==> config.mk <==
export PLATFORM = sky130hd
export DESIGN_NAME = clk_cal_ctrl
export DESIGN_NICKNAME = d
export VERILOG_FILES = /design/src/rtl/clk_cal_pkg.sv /design/src/rtl/cal_vec_detect.sv /design/src/rtl/cal_code_ctr.sv /design/src/rtl/cal_settle_tmr.sv /design/src/rtl/clk_cal_ctrl.sv
export SDC_FILE = /design/constraint.sdc
export NUM_CORES = 1
export LEC_CHECK = 0
export BUFFER_PORTS_ARGS = -buffer_cell sky130_fd_sc_hd__buf_4
export CORE_MARGIN = 4
export CORE_UTILIZATION = 46
export CTS_BUF_LIST = sky130_fd_sc_hd__clkbuf_4 sky130_fd_sc_hd__clkbuf_8
export CTS_CLUSTER_DIAMETER = 200
export DETAILED_ROUTE_END_ITERATION = 12
export GPL_ROUTABILITY_DRIVEN = 0
export PLACE_DENSITY_LB_ADDON = 0.1
export SYNTH_ARGS = -nofsm -noshare
export SYNTH_HDL_FRONTEND = slang
export SYNTH_SLANG_ARGS = --single-unit
export TNS_END_PERCENT = 30
==> constraint.sdc <==
create_clock -name clk -period 2.8 [get_ports clk]
set_input_delay 0 -clock clk [delete_from_list [all_inputs] [get_ports clk]]
set_output_delay 0 -clock clk [all_outputs]
set_load 0.01 [all_outputs]
==> src/rtl/clk_cal_pkg.sv <==
package clk_cal_pkg;

  typedef enum logic [2:0] {
    S_IDLE   = 3'd0,
    S_FORCE  = 3'd1,
    S_WAIT   = 3'd2,
    S_ADJUST = 3'd3,
    S_SETTLE = 3'd4,
    S_RUN    = 3'd5
  } cal_state_e;

endpackage

==> src/rtl/cal_vec_detect.sv <==
module cal_vec_detect #(
  parameter int OPND_W = 16
) (
  input  logic [OPND_W-1:0] a,
  input  logic [OPND_W-1:0] b,
  output logic [OPND_W-1:0] vec_a,
  output logic [OPND_W-1:0] vec_b,
  output logic              hit
);

  logic [OPND_W-1:0] bit_match;

  assign vec_a = {OPND_W{1'b1}};
  assign vec_b = OPND_W'(1);

  // per-bit match: A all ones, B one only in bit 0
  for (genvar i = 0; i < OPND_W; i++) begin : g_match
    if (i == 0) begin : g_lsb
      assign bit_match[i] = a[i] & b[i];
    end else begin : g_upper
      assign bit_match[i] = a[i] & ~b[i];
    end
  end

  assign hit = &bit_match;

endmodule

==> src/rtl/cal_code_ctr.sv <==
module cal_code_ctr #(
  parameter int              CODE_W    = 8,
  parameter logic [CODE_W-1:0] CODE_INIT = 8'h80
) (
  input  logic              clk,
  input  logic              rst_n,
  input  logic              step_en,
  input  logic              step_up,
  output logic [CODE_W-1:0] code
);

  localparam logic [CODE_W-1:0] CODE_MAX = {CODE_W{1'b1}};
  localparam logic [CODE_W-1:0] CODE_MIN = '0;

  always_ff @(posedge clk) begin
    if (!rst_n) begin
      code <= CODE_INIT;
    end else if (step_en) begin
      if (step_up && code != CODE_MAX) begin
        code <= code + CODE_W'(1);
      end else if (!step_up && code != CODE_MIN) begin
        code <= code - CODE_W'(1);
      end
    end
  end

  p_single_step_r4: assert property (@(posedge clk) disable iff (!rst_n)
    (code != $past(code)) |->
      ((code == $past(code) + CODE_W'(1)) || (code == $past(code) - CODE_W'(1))));

  p_no_wrap_up_r5: assert property (@(posedge clk) disable iff (!rst_n)
    (code == CODE_MAX && step_en && step_up) |=> (code == CODE_MAX));

  p_no_wrap_down_r5: assert property (@(posedge clk) disable iff (!rst_n)
    (code == CODE_MIN && step_en && !step_up) |=> (code == CODE_MIN));

endmodule

==> src/rtl/cal_settle_tmr.sv <==
module cal_settle_tmr #(
  parameter int SETTLE_W = 4
) (
  input  logic                clk,
  input  logic                rst_n,
  input  logic                load,
  input  logic [SETTLE_W-1:0] load_val,
  output logic                last
);

  logic [SETTLE_W-1:0] cnt;

  always_ff @(posedge clk) begin
    if (!rst_n) begin
      cnt <= '0;
    end else if (load) begin
      cnt <= load_val;
    end else if (cnt != '0) begin
      cnt <= cnt - SETTLE_W'(1);
    end
  end

  assign last = (cnt == SETTLE_W'(1));

  p_settle_countdown_r6: assert property (@(posedge clk) disable iff (!rst_n)
    (!load && cnt != '0) |=> (cnt == $past(cnt) - SETTLE_W'(1)));

endmodule

==> src/rtl/clk_cal_ctrl.sv <==
module clk_cal_ctrl
  import clk_cal_pkg::*;
#(
  parameter int                OPND_W    = 16,
  parameter int                CODE_W    = 8,
  parameter logic [CODE_W-1:0] CODE_INIT = 8'h80,
  parameter int                SETTLE_W  = 4
) (
  input  logic                clk,
  input  logic                rst_n,
  input  logic                in_valid,
  output logic                in_ready,
  input  logic [OPND_W-1:0]   in_a,
  input  logic [OPND_W-1:0]   in_b,
  output logic                out_valid,
  output logic [OPND_W-1:0]   out_a,
  output logic [OPND_W-1:0]   out_b,
  input  logic                chk_valid,
  input  logic                chk_late,
  input  logic                chk_early,
  input  logic [SETTLE_W-1:0] settle_cycles,
  output logic [CODE_W-1:0]   freq_code,
  output logic                hold_eval
);

  cal_state_e        state, state_nx;
  logic              startup_q;
  logic              dec_up_q;
  logic              vec_hit;
  logic              settle_last;
  logic [OPND_W-1:0] vec_a, vec_b;
  logic              accept;
  cal_state_e        exit_st;

  cal_vec_detect #(.OPND_W(OPND_W)) u_detect (
    .a     (in_a),
    .b     (in_b),
    .vec_a (vec_a),
    .vec_b (vec_b),
    .hit   (vec_hit)
  );

  cal_code_ctr #(.CODE_W(CODE_W), .CODE_INIT(CODE_INIT)) u_code (
    .clk     (clk),
    .rst_n   (rst_n),
    .step_en (state == S_ADJUST),
    .step_up (dec_up_q),
    .code    (freq_code)
  );

  cal_settle_tmr #(.SETTLE_W(SETTLE_W)) u_settle (
    .clk      (clk),
    .rst_n    (rst_n),
    .load     (state == S_ADJUST),
    .load_val (settle_cycles),
    .last     (settle_last)
  );

  assign accept  = in_valid && in_ready;
  assign exit_st = startup_q ? S_FORCE : S_RUN;

  always_comb begin
    state_nx = state;
    unique case (state)
      S_IDLE:   state_nx = S_FORCE;
      S_FORCE:  state_nx = S_WAIT;
      S_WAIT:   if (chk_valid) state_nx = (chk_late || chk_early) ? S_ADJUST : S_RUN;
      S_ADJUST: state_nx = (settle_cycles == '0) ? exit_st : S_SETTLE;
      S_SETTLE: if (settle_last) state_nx = exit_st;
      S_RUN:    if (accept && vec_hit) state_nx = S_WAIT;
      default:  state_nx = S_IDLE;
    endcase
  end

  always_ff @(posedge clk) begin
    if (!rst_n) begin
      state     <= S_IDLE;
      startup_q <= 1'b1;
      dec_up_q  <= 1'b0;
    end else begin
      state <= state_nx;
      if (state_nx == S_RUN) startup_q <= 1'b0;
      if (state == S_WAIT && chk_valid) dec_up_q <= !chk_late;
    end
  end

  assign hold_eval = (state == S_ADJUST) || (state == S_SETTLE);
  assign in_ready  = (state == S_RUN);
  assign out_valid = (state == S_FORCE) || (state == S_RUN && in_valid);
  assign out_a     = (state == S_FORCE) ? vec_a : in_a;
  assign out_b     = (state == S_FORCE) ? vec_b : in_b;

  p_hold_blocks_r6: assert property (@(posedge clk) disable iff (!rst_n)
    hold_eval |-> (!in_ready && !out_valid));

  p_stop_to_run_r3: assert property (@(posedge clk) disable iff (!rst_n)
    (state == S_WAIT && chk_valid && !chk_late && !chk_early) |=>
      (state == S_RUN && freq_code == $past(freq_code)));

  p_code_moves_on_decision_r10: assert property (@(posedge clk) disable iff (!rst_n)
    (freq_code != $past(freq_code)) |-> ($past(state) == S_ADJUST));

  p_insitu_trigger_r9: assert property (@(posedge clk) disable iff (!rst_n)
    (state == S_RUN && in_valid && vec_hit) |=> !in_ready);

endmodule

* After elaboration in Yosys (flattened, before gate mapping)
Index checks and enable logic that the tools add are counted.
Word-level totals: register bits 17, input bits 42, output and inout port bits 43, word-level logic and storage cells 78
Cells by class: add/subtract/negate cells 3, equality and inequality tests 8, mux-type cells 13, bitwise operators 31, reduce and logical (&&, ||, !) cells 18
Operators with widths (number):
- 16-bit two-way mux | 2
- 3-bit two-way mux | 6
- 3-bit case mux with 6 select lines | 1
- 1-bit bitwise AND | 16
- 8-bit two-way mux | 2
- 16-bit AND reduction | 1
- 1-bit inverter | 15
- 3-bit == test (second input constant) | 3
- 8-bit by 1-bit adder with 8-bit output (second input constant) | 1
- 4-bit two-way mux | 2
- 8-bit inequality test (second input constant) | 1
- 8-bit nonzero test | 1
- 8-bit by 1-bit subtractor with 8-bit output (second input constant) | 1
- 3-bit by 2-bit == test with 1-bit output (second input constant) | 2
- 1-bit logical AND | 5
- 4-bit by 1-bit == test with 1-bit output (second input constant) | 1
- 4-bit logical NOT | 1
- 2-bit nonzero test | 2
- 4-bit nonzero test | 1
- 4-bit by 1-bit subtractor with 4-bit output (second input constant) | 1
- 3-bit by 1-bit == test with 1-bit output (second input constant) | 1
- 3-bit logical NOT | 1
- 1-bit logical OR | 3
- 1-bit logical NOT | 2
- 2-bit AND reduction | 1

* Depth between registers and ports, before layout
Gate-level depths: netlist of the first run.
word-level depth 7, mapped depth 8, mapped depth without buffers 8

* Cells and area by module
Synthesis of the first run repeated with hierarchy kept, for this count alone.
Second synthesis, totals: cells, all modules 219, area total of the unflattened synthesis 1955.6 um^2
Modules (own cells, without submodules):
- clk_cal_ctrl | times used 1, cells an instance 77, area each 719.4 um^2, sequential area each 100.1 um^2
- cal_code_ctr | times used 1, cells an instance 70, area each 623.1 um^2, sequential area each 160.2 um^2
- cal_vec_detect | times used 1, cells an instance 45, area each 361.6 um^2, sequential area each 0.0 um^2
- cal_settle_tmr | times used 1, cells an instance 27, area each 251.5 um^2, sequential area each 80.1 um^2

* Worst setup path after synthesis of the first run
No wires, ideal clock.
kind register to register, start point reg u_code.code[0], end point reg u_code.code[7], setup time 0.121 ns, arrival 2.468 ns, required time 2.679 ns, slack 0.212 ns, cell stages (with the launch flop) 8, buffers on the path 0, period minus slack after synthesis 2.588 ns, path through dfxtp_1 -> nand4_1 -> o21ai_1 -> ha_1 -> or3_1 -> o211ai_1 -> mux2i_1 -> mux2_2
Between the ends: word-level cells in the longest chain between the ends 4, elaborated cells between the ends (all ways) 10, those cells by class add/sub: 2; eq/ne: 1; mux: 2; reduce/logical: 5
RTL lines:
- start, declared | line cal_code_ctr.sv:9 | output logic [CODE_W-1:0] code
- start signal, assigned | line cal_code_ctr.sv:20 | code <= code + CODE_W'(1);
- start signal, assigned | line cal_code_ctr.sv:22 | code <= code - CODE_W'(1);
- parallel branches: the longest is 4 deep, another holds 8-bit by 1-bit subtractor with 8-bit output
Parallel ways; which one is timed is not known. The select of a mux whose other input is x is not followed. A chain may end at the register's enable or synchronous reset.

* Worst setup path after layout of the first run
Ends and elaborated chain as after synthesis.

==> flow_metrics.env, run 1 <==
export IMPL_clk_pin_slew_worst_paths_ps=100
export IMPL_max_cap_violations=0
export IMPL_timing_rr_end="u_code.code[7]"
export IMPL_final_util_pct=72.9
export IMPL_routed_wl_um=4250
export IMPL_hold_viol_final=0
export IMPL_core_um2=3100
export IMPL_slowest_stage="dfxtp_1"
export IMPL_async_reset_ff_share_pct=0
export IMPL_clockBufferDepth=2
export IMPL_crit_required_ps=3000
export IMPL_ir_worst_vdd_mv=0.241
export IMPL_synthesis_nets=241
export IMPL_dieArea_um2=4290
export IMPL_clock_sinks=17
export IMPL_grt_pass1_wl_um=7090
export IMPL_postRouteAntennaNets=0
export IMPL_status="finished, final reports clean"
export IMPL_final_cells=321
export IMPL_dp_hpwl_um=3520
export IMPL_fp_dieW_um=65.5
export IMPL_ys_warn_count=0
export IMPL_antenna_found_initial=0
export IMPL_drive_gt1_share_pct=41.5
export IMPL_cts_root_buf="clkbuf_4"
export IMPL_placedCellCount=312
export IMPL_hp_class="in2reg"
export IMPL_num_rows=20
export IMPL_start_util_pct=49.0
export IMPL_synth_edff_count=0
export IMPL_crit_family="compound AO/OA/AOI/OAI gates"
export IMPL_synth_top_area_share_pct=22.4
export IMPL_worst_pin_slew_ps=439
export IMPL_route_detailed_drc=0
export IMPL_dieHeight_um=65.5
export IMPL_leakagePower_uw=0.00107
export IMPL_grt_use_met2_pct=35.1
export IMPL_synthTopCellsByArea="dfxtp_1 22%, ha_1 7.4%, or2_2 7.4%"
export IMPL_ys_top_cells_by_count="18 x or2_2, 17 x dfxtp_1, 16 x nor2b_1"
export IMPL_timing_rr_start="u_code.code[0]"
export IMPL_avgSynthCellArea_um2=8.04
export IMPL_grt_usage_pct=20.7
export IMPL_grt_util_met3_pct=6.50
export IMPL_yosysTopAreaCell="dfxtp_1"
export IMPL_ys_ff_latch=17
export IMPL_cts_buffers=3
export IMPL_cts_max_level=1
export IMPL_fin_crit_sh_pct=90.7
export IMPL_power_uw=1310
export IMPL_ios=85
export IMPL_viasPerCell=5.24
export IMPL_drt_iter0_markers=61
export IMPL_fmax_ghz=0.394
export IMPL_arrival_ps=2740
export IMPL_holdWs_ps=12.7
export IMPL_postSynthCellCount=189
export IMPL_ys_types=48
export IMPL_numPortBuffers=84
export IMPL_setup_tns_ps=0
export IMPL_wl_per_cell_um=13.2
export IMPL_grt_max_degree=33
export IMPL_via_count=1681
export IMPL_fill_cells=270
export IMPL_relSlewSlack_pct=70.7
export IMPL_cp_buffers_inverters=1
export IMPL_r2r_setup_slack_ps=260
export IMPL_grt_use_met1_pct=24.2
export IMPL_startpoint_type="register"
export IMPL_powerDensity_nw_per_um2=579
export IMPL_slowest_delay_ps=470
export IMPL_clock_skew_ps=1.10
export IMPL_insertion_delay_ps=300
export IMPL_n_antenna_cell=0
export IMPL_yosysMostFrequentCell="or2_2"
export IMPL_grt_pass1_vias=1650
export IMPL_fin_nets=330
export IMPL_path_max_fanout=6
export IMPL_top_usage_layer="met2"
export IMPL_criticalPathCategory="reg2reg"
export IMPL_period_needed_ps=2540
export IMPL_area_delta_synth_final_pct=49.0
export IMPL_cts_tree="built"
export IMPL_path_cells="nand4_1 > o21ai_1 > buf_4 > ha_1 > a21oi_1 > o2111ai_1 > o211ai_1 > mux2i_1 > mux2_2"
export IMPL_rsz0062_at_grt="no"
export IMPL_drv_slew=0
export IMPL_final_setup_viol_count=0
export IMPL_seq_area_frac_synth_pct=22.4
export IMPL_crit_path_end_kind="register"
export IMPL_grt_overflow=0
export IMPL_first_pass_iters=4
export IMPL_hold_depth=3
export IMPL_netlist_area_um2=1520
export IMPL_whs_endpoint="u_settle.cnt[3]"
export IMPL_reg2reg_depth=9
export IMPL_worstHoldStart="settle_cycles[3]"
export IMPL_synth_main_ff_cell="dfxtp_1"
[where the power goes]
part | leakage [uW] | switching (uW) | total, uW | internal, uW
Sequential | 0.000139 | 67.1 | 360 | 293
Combinational | 0.000914 | 379 | 803 | 424
Clock | 0.0000184 | 81.0 | 146 | 65.3
Total | 0.00107 | 527 | 1310 | 782
[final cells by class]
cell class,count,area [um^2],area share [%]
multi-input combinational,156,1110,49.0
timing repair buffer,91,696,30.7
sequential,17,340,15.0
tap,44,55.1,2.43
inverter,9,33.8,1.49
clock buffer,4,30.0,1.33
[per-stage QoR]
stage | instance area (um^2) | setup slack, ps
2_1_floorplan | 1520 | 212
6_report | 2260 | 260
3_3_place_gp | 2180 | 361
5_1_grt | 2260 | 79.1
4_1_cts | 2260 | 243
3_5_place_dp | 2180 | 260
[state kept, by name, summed over array words and instances, names as in the netlist]
| name | cells |
|---|---|
| startup_q | 1 |
| u_settle.cnt | 4 |
| dec_up_q | 1 |
| state | 3 |
| u_code.code | 8 |
[cells in the final DEF (no fill, tap or decap), types with 2 or more instances in the layout]
cell and count:
nand2_1 13, or3_1 2, or2_2 18, o211ai_1 2, dlygate4sd3_1 5, nand4_1 4
nor2b_1 16, nand3_1 4, nor4bb_1 7, xor2_1 3, ha_1 9, dfxtp_1 17
mux2i_1 5, nor2_1 13, nor3b_1 3, o2111ai_1 2, buf_4 86, inv_1 9
xnor2_1 4, nor4b_1 2, clkbuf_4 4, a21oi_1 11, o21ai_0 4, o21ai_1 2
nor4_1 3, nor3_1 2, a21o_1 2, nand2b_1 3, a211oi_1 3
[tightest hold or removal path, stage by stage]
cell and delay, ps:
buf_4 120, nor2_1 100, a211oi_1 50
[cells by family (layout without fill, tap and decap cells)]
family / Yosys count / after routing / synth area share (%)
compound gates: 36 / 36 / 16.4
xor+xnor: 7 / 7 / 4.04
fa+ha+maj: 10 / 10 / 8.73
buf+inv: 16 / 104 / 4.61
flops: 17 / 17 / 22.4
mux: 6 / 6 / 4.04
simple gates: 97 / 97 / 39.8
[routing by layer]
layer | wire [um] | vias up
li1 | - | 856
met1 | 1740 | 761
met2 | 2060 | 57
met3 | 376 | 7
met4 | 74 | 0
met5 | 0 | -
[what timing repair did]
action,in CTS,in global routing
gates resized for setup,0,0
endpoints found under the hold margin,8,0
buffers inserted,0,0
hold buffers,5,0
endpoints found under the setup margin,0,0
[worst max path at each step]
stage,cells after the start,slack (ps),end,start
floorplan,7,210,u_code.code[7],u_code.code[0]
global placement,9,360,u_code.code[7],u_code.code[0]
detailed placement,9,260,u_code.code[7],u_code.code[0]
CTS,9,240,u_code.code[7],u_code.code[0]
global route,9,80,u_code.code[7],u_code.code[0]
finish,9,260,u_code.code[7],u_code.code[0]
Note: power is estimated with default switching activity, not from simulation.
==> run 2: changes to the inputs <==
--- a/config.mk
+++ b/config.mk
@@ -6,13 +6,13 @@
 export NUM_CORES = 1
 export LEC_CHECK = 0
 export BUFFER_PORTS_ARGS = -buffer_cell sky130_fd_sc_hd__buf_4
-export CORE_MARGIN = 4
 export CORE_UTILIZATION = 46
 export CTS_BUF_LIST = sky130_fd_sc_hd__clkbuf_4 sky130_fd_sc_hd__clkbuf_8
 export CTS_CLUSTER_DIAMETER = 200
 export DETAILED_ROUTE_END_ITERATION = 12
 export GPL_ROUTABILITY_DRIVEN = 0
 export PLACE_DENSITY_LB_ADDON = 0.1
+export SLEW_MARGIN = 20
 export SYNTH_ARGS = -nofsm -noshare
 export SYNTH_HDL_FRONTEND = slang
 export SYNTH_SLANG_ARGS = --single-unit
==> run 2 against run 1 <==
Against the previous run:
- cell count increased by 0.31%
- critical path depth unchanged
- sequential share of layout area decreased by 0.12 points
- routed wire length decreased by 0.66%
- via count increased by 2.0%
==> flow_metrics.env, run 2 (same netlist as run 1, synthesis figures left out) <==
export IMPL_cts_tree="built"
export IMPL_routed_wl_um=4220
export IMPL_powerDensity_nw_per_um2=581
export IMPL_leakagePower_uw=0.00108
export IMPL_viasPerCell=5.33
export IMPL_area_delta_synth_final_pct=50.2
export IMPL_dieHeight_um=59.5
export IMPL_largest_register="u_code.code"
export IMPL_n_antenna_cell=0
export IMPL_fin_nets=331
export IMPL_place_ws_ps=219
export IMPL_crit_required_ps=3000
export IMPL_relSlewSlack_pct=70.2
export IMPL_cts_root_buf="clkbuf_4"
export IMPL_route_detailed_drc=0
export IMPL_postRouteAntennaNets=0
export IMPL_grt_usage_pct=24.4
export IMPL_dp_hpwl_um=3260
export IMPL_wl_met2_um=2070
export IMPL_dieArea_um2=3540
export IMPL_via_count=1715
export IMPL_final_cell_mix="86 x buf_4, 18 x or2_2, 17 x dfxtp_1"
export IMPL_ios=85
export IMPL_worstHoldStart="chk_valid"
export IMPL_drv_slew=0
export IMPL_top_regs="u_code.code (8), u_settle.cnt (4), state (3)"
export IMPL_arrival_ps=2720
export IMPL_insertion_delay_ps=300
export IMPL_clock_sinks=17
export IMPL_slowest_delay_ps=470
export IMPL_fmax_ghz=0.398
export IMPL_path_cells="nand4_1 > o21ai_2 > buf_4 > ha_1 > a21oi_1 > o2111ai_1 > o211ai_1 > mux2i_1 > mux2_2"
export IMPL_numPortBuffers=84
export IMPL_antenna_found_initial=0
export IMPL_timing_rr_start="u_code.code[0]"
export IMPL_top_layer_used="met4"
export IMPL_setup_tns_ps=0
export IMPL_grt_pass1_vias=1585
export IMPL_worst_slack_ps=287
export IMPL_clock_skew_ps=1.29
export IMPL_drt_iter0_markers=58
export IMPL_met1Wirelength_um=1700
export IMPL_num_rows=20
export IMPL_post_cts_setup_buffers=0
export IMPL_hold_viol_final=0
export IMPL_clk_pin_slew_worst_paths_ps=100
export IMPL_grt_overflow=0
export IMPL_critical_path_startpoint="u_code.code[0]"
export IMPL_first_pass_iters=4
export IMPL_hp_class="in2reg"
export IMPL_grt_max_degree=33
export IMPL_path_max_fanout=6
export IMPL_cts_max_level=1
export IMPL_crit_path_end_kind="register"
export IMPL_cp_buffers_inverters=1
export IMPL_cts_buffers=3
export IMPL_slowest_stage="dfxtp_1"
export IMPL_status="finished, final reports clean"
export IMPL_fin_crit_sh_pct=89.7
export IMPL_crit_family="compound AO/OA/AOI/OAI gates"
export IMPL_drive_gt1_share_pct=42.1
export IMPL_clockBufferDepth=2
export IMPL_placed_area_um2=2180
export IMPL_largest_register_ffs=8
export IMPL_max_cap_violations=0
export IMPL_worst_pin_slew_ps=446
export IMPL_startpoint_type="register"
export IMPL_rsz0062_at_grt="no"
export IMPL_core_um2=3100
export IMPL_grt_pass1_wl_um=6580
export IMPL_fp_dieW_um=59.5
export IMPL_final_setup_viol_count=0
export IMPL_period_needed_ps=2510
export IMPL_ir_worst_vdd_mv=0.221
export IMPL_dr_wl_met3_um=321
export IMPL_final_common_cell="buf_4"
export IMPL_wl_per_cell_um=13.1
export IMPL_fin_area_um2=2280
export IMPL_criticalPathCategory="reg2reg"
export IMPL_start_util_pct=49.0
## run 2: path summary, 6_finish.rpt
kind	to	cells past startpoint	slack [ps]
max	u_code.code[7]	9	290
min	dec_up_q	5	140
min reg2reg	startup_q	2	480
max reg2reg	u_code.code[7]	9	290
## run 2: timing repair
action,in CTS,in global routing
endpoints found under the hold margin,9,0
hold buffers,6,0
gates resized for setup,0,2
setup endpoints to repair,0,1
## run 2: report_power, final
group | internal, uW | switching [uW] | total, uW | leakage (uW)
sequential | 293 | 67.4 | 361 | 0.000139
clock | 65.4 | 84.7 | 150 | 0.0000184
combinational | 427 | 387 | 813 | 0.000920
## run 2: per-layer routing
layer,vias up,track usage [%]
met3,15,4.80
met5,-,0
li1,854,-
met4,0,11.2
met1,763,27.3
met2,83,43.8
## run 2: layout make-up
type                            instances  area (um^2)
Multi-Input combinational cell        156         1120
Inverter                                9         33.8
Sequential cell                        17          340
Timing Repair Buffer                   92          706
Clock buffer                            4         30.0
Tap cell                               44         55.1
Fill cell                             284          822
## run 2: worst register-to-register path: cells and delay by family (launching register included)
kind / cells / cell delay [ps]
flops: 1 / 470
compound gates: 4 / 770
simple gates: 1 / 160
fa+ha+maj: 1 / 230
buf+inv: 1 / 200
mux: 2 / 580
## run 2: through the flow
stage	hold slack, ps	power [uW]	utilization, %	std cells
6_report	144	1320	73.5	322
5_1_grt	154	1430	73.5	322
4_1_cts	129	1330	73.3	322
3_5_place_dp	208	1170	70.4	312
3_3_place_gp	209	1150	70.4	312
2_1_floorplan	80.0	877	-	189
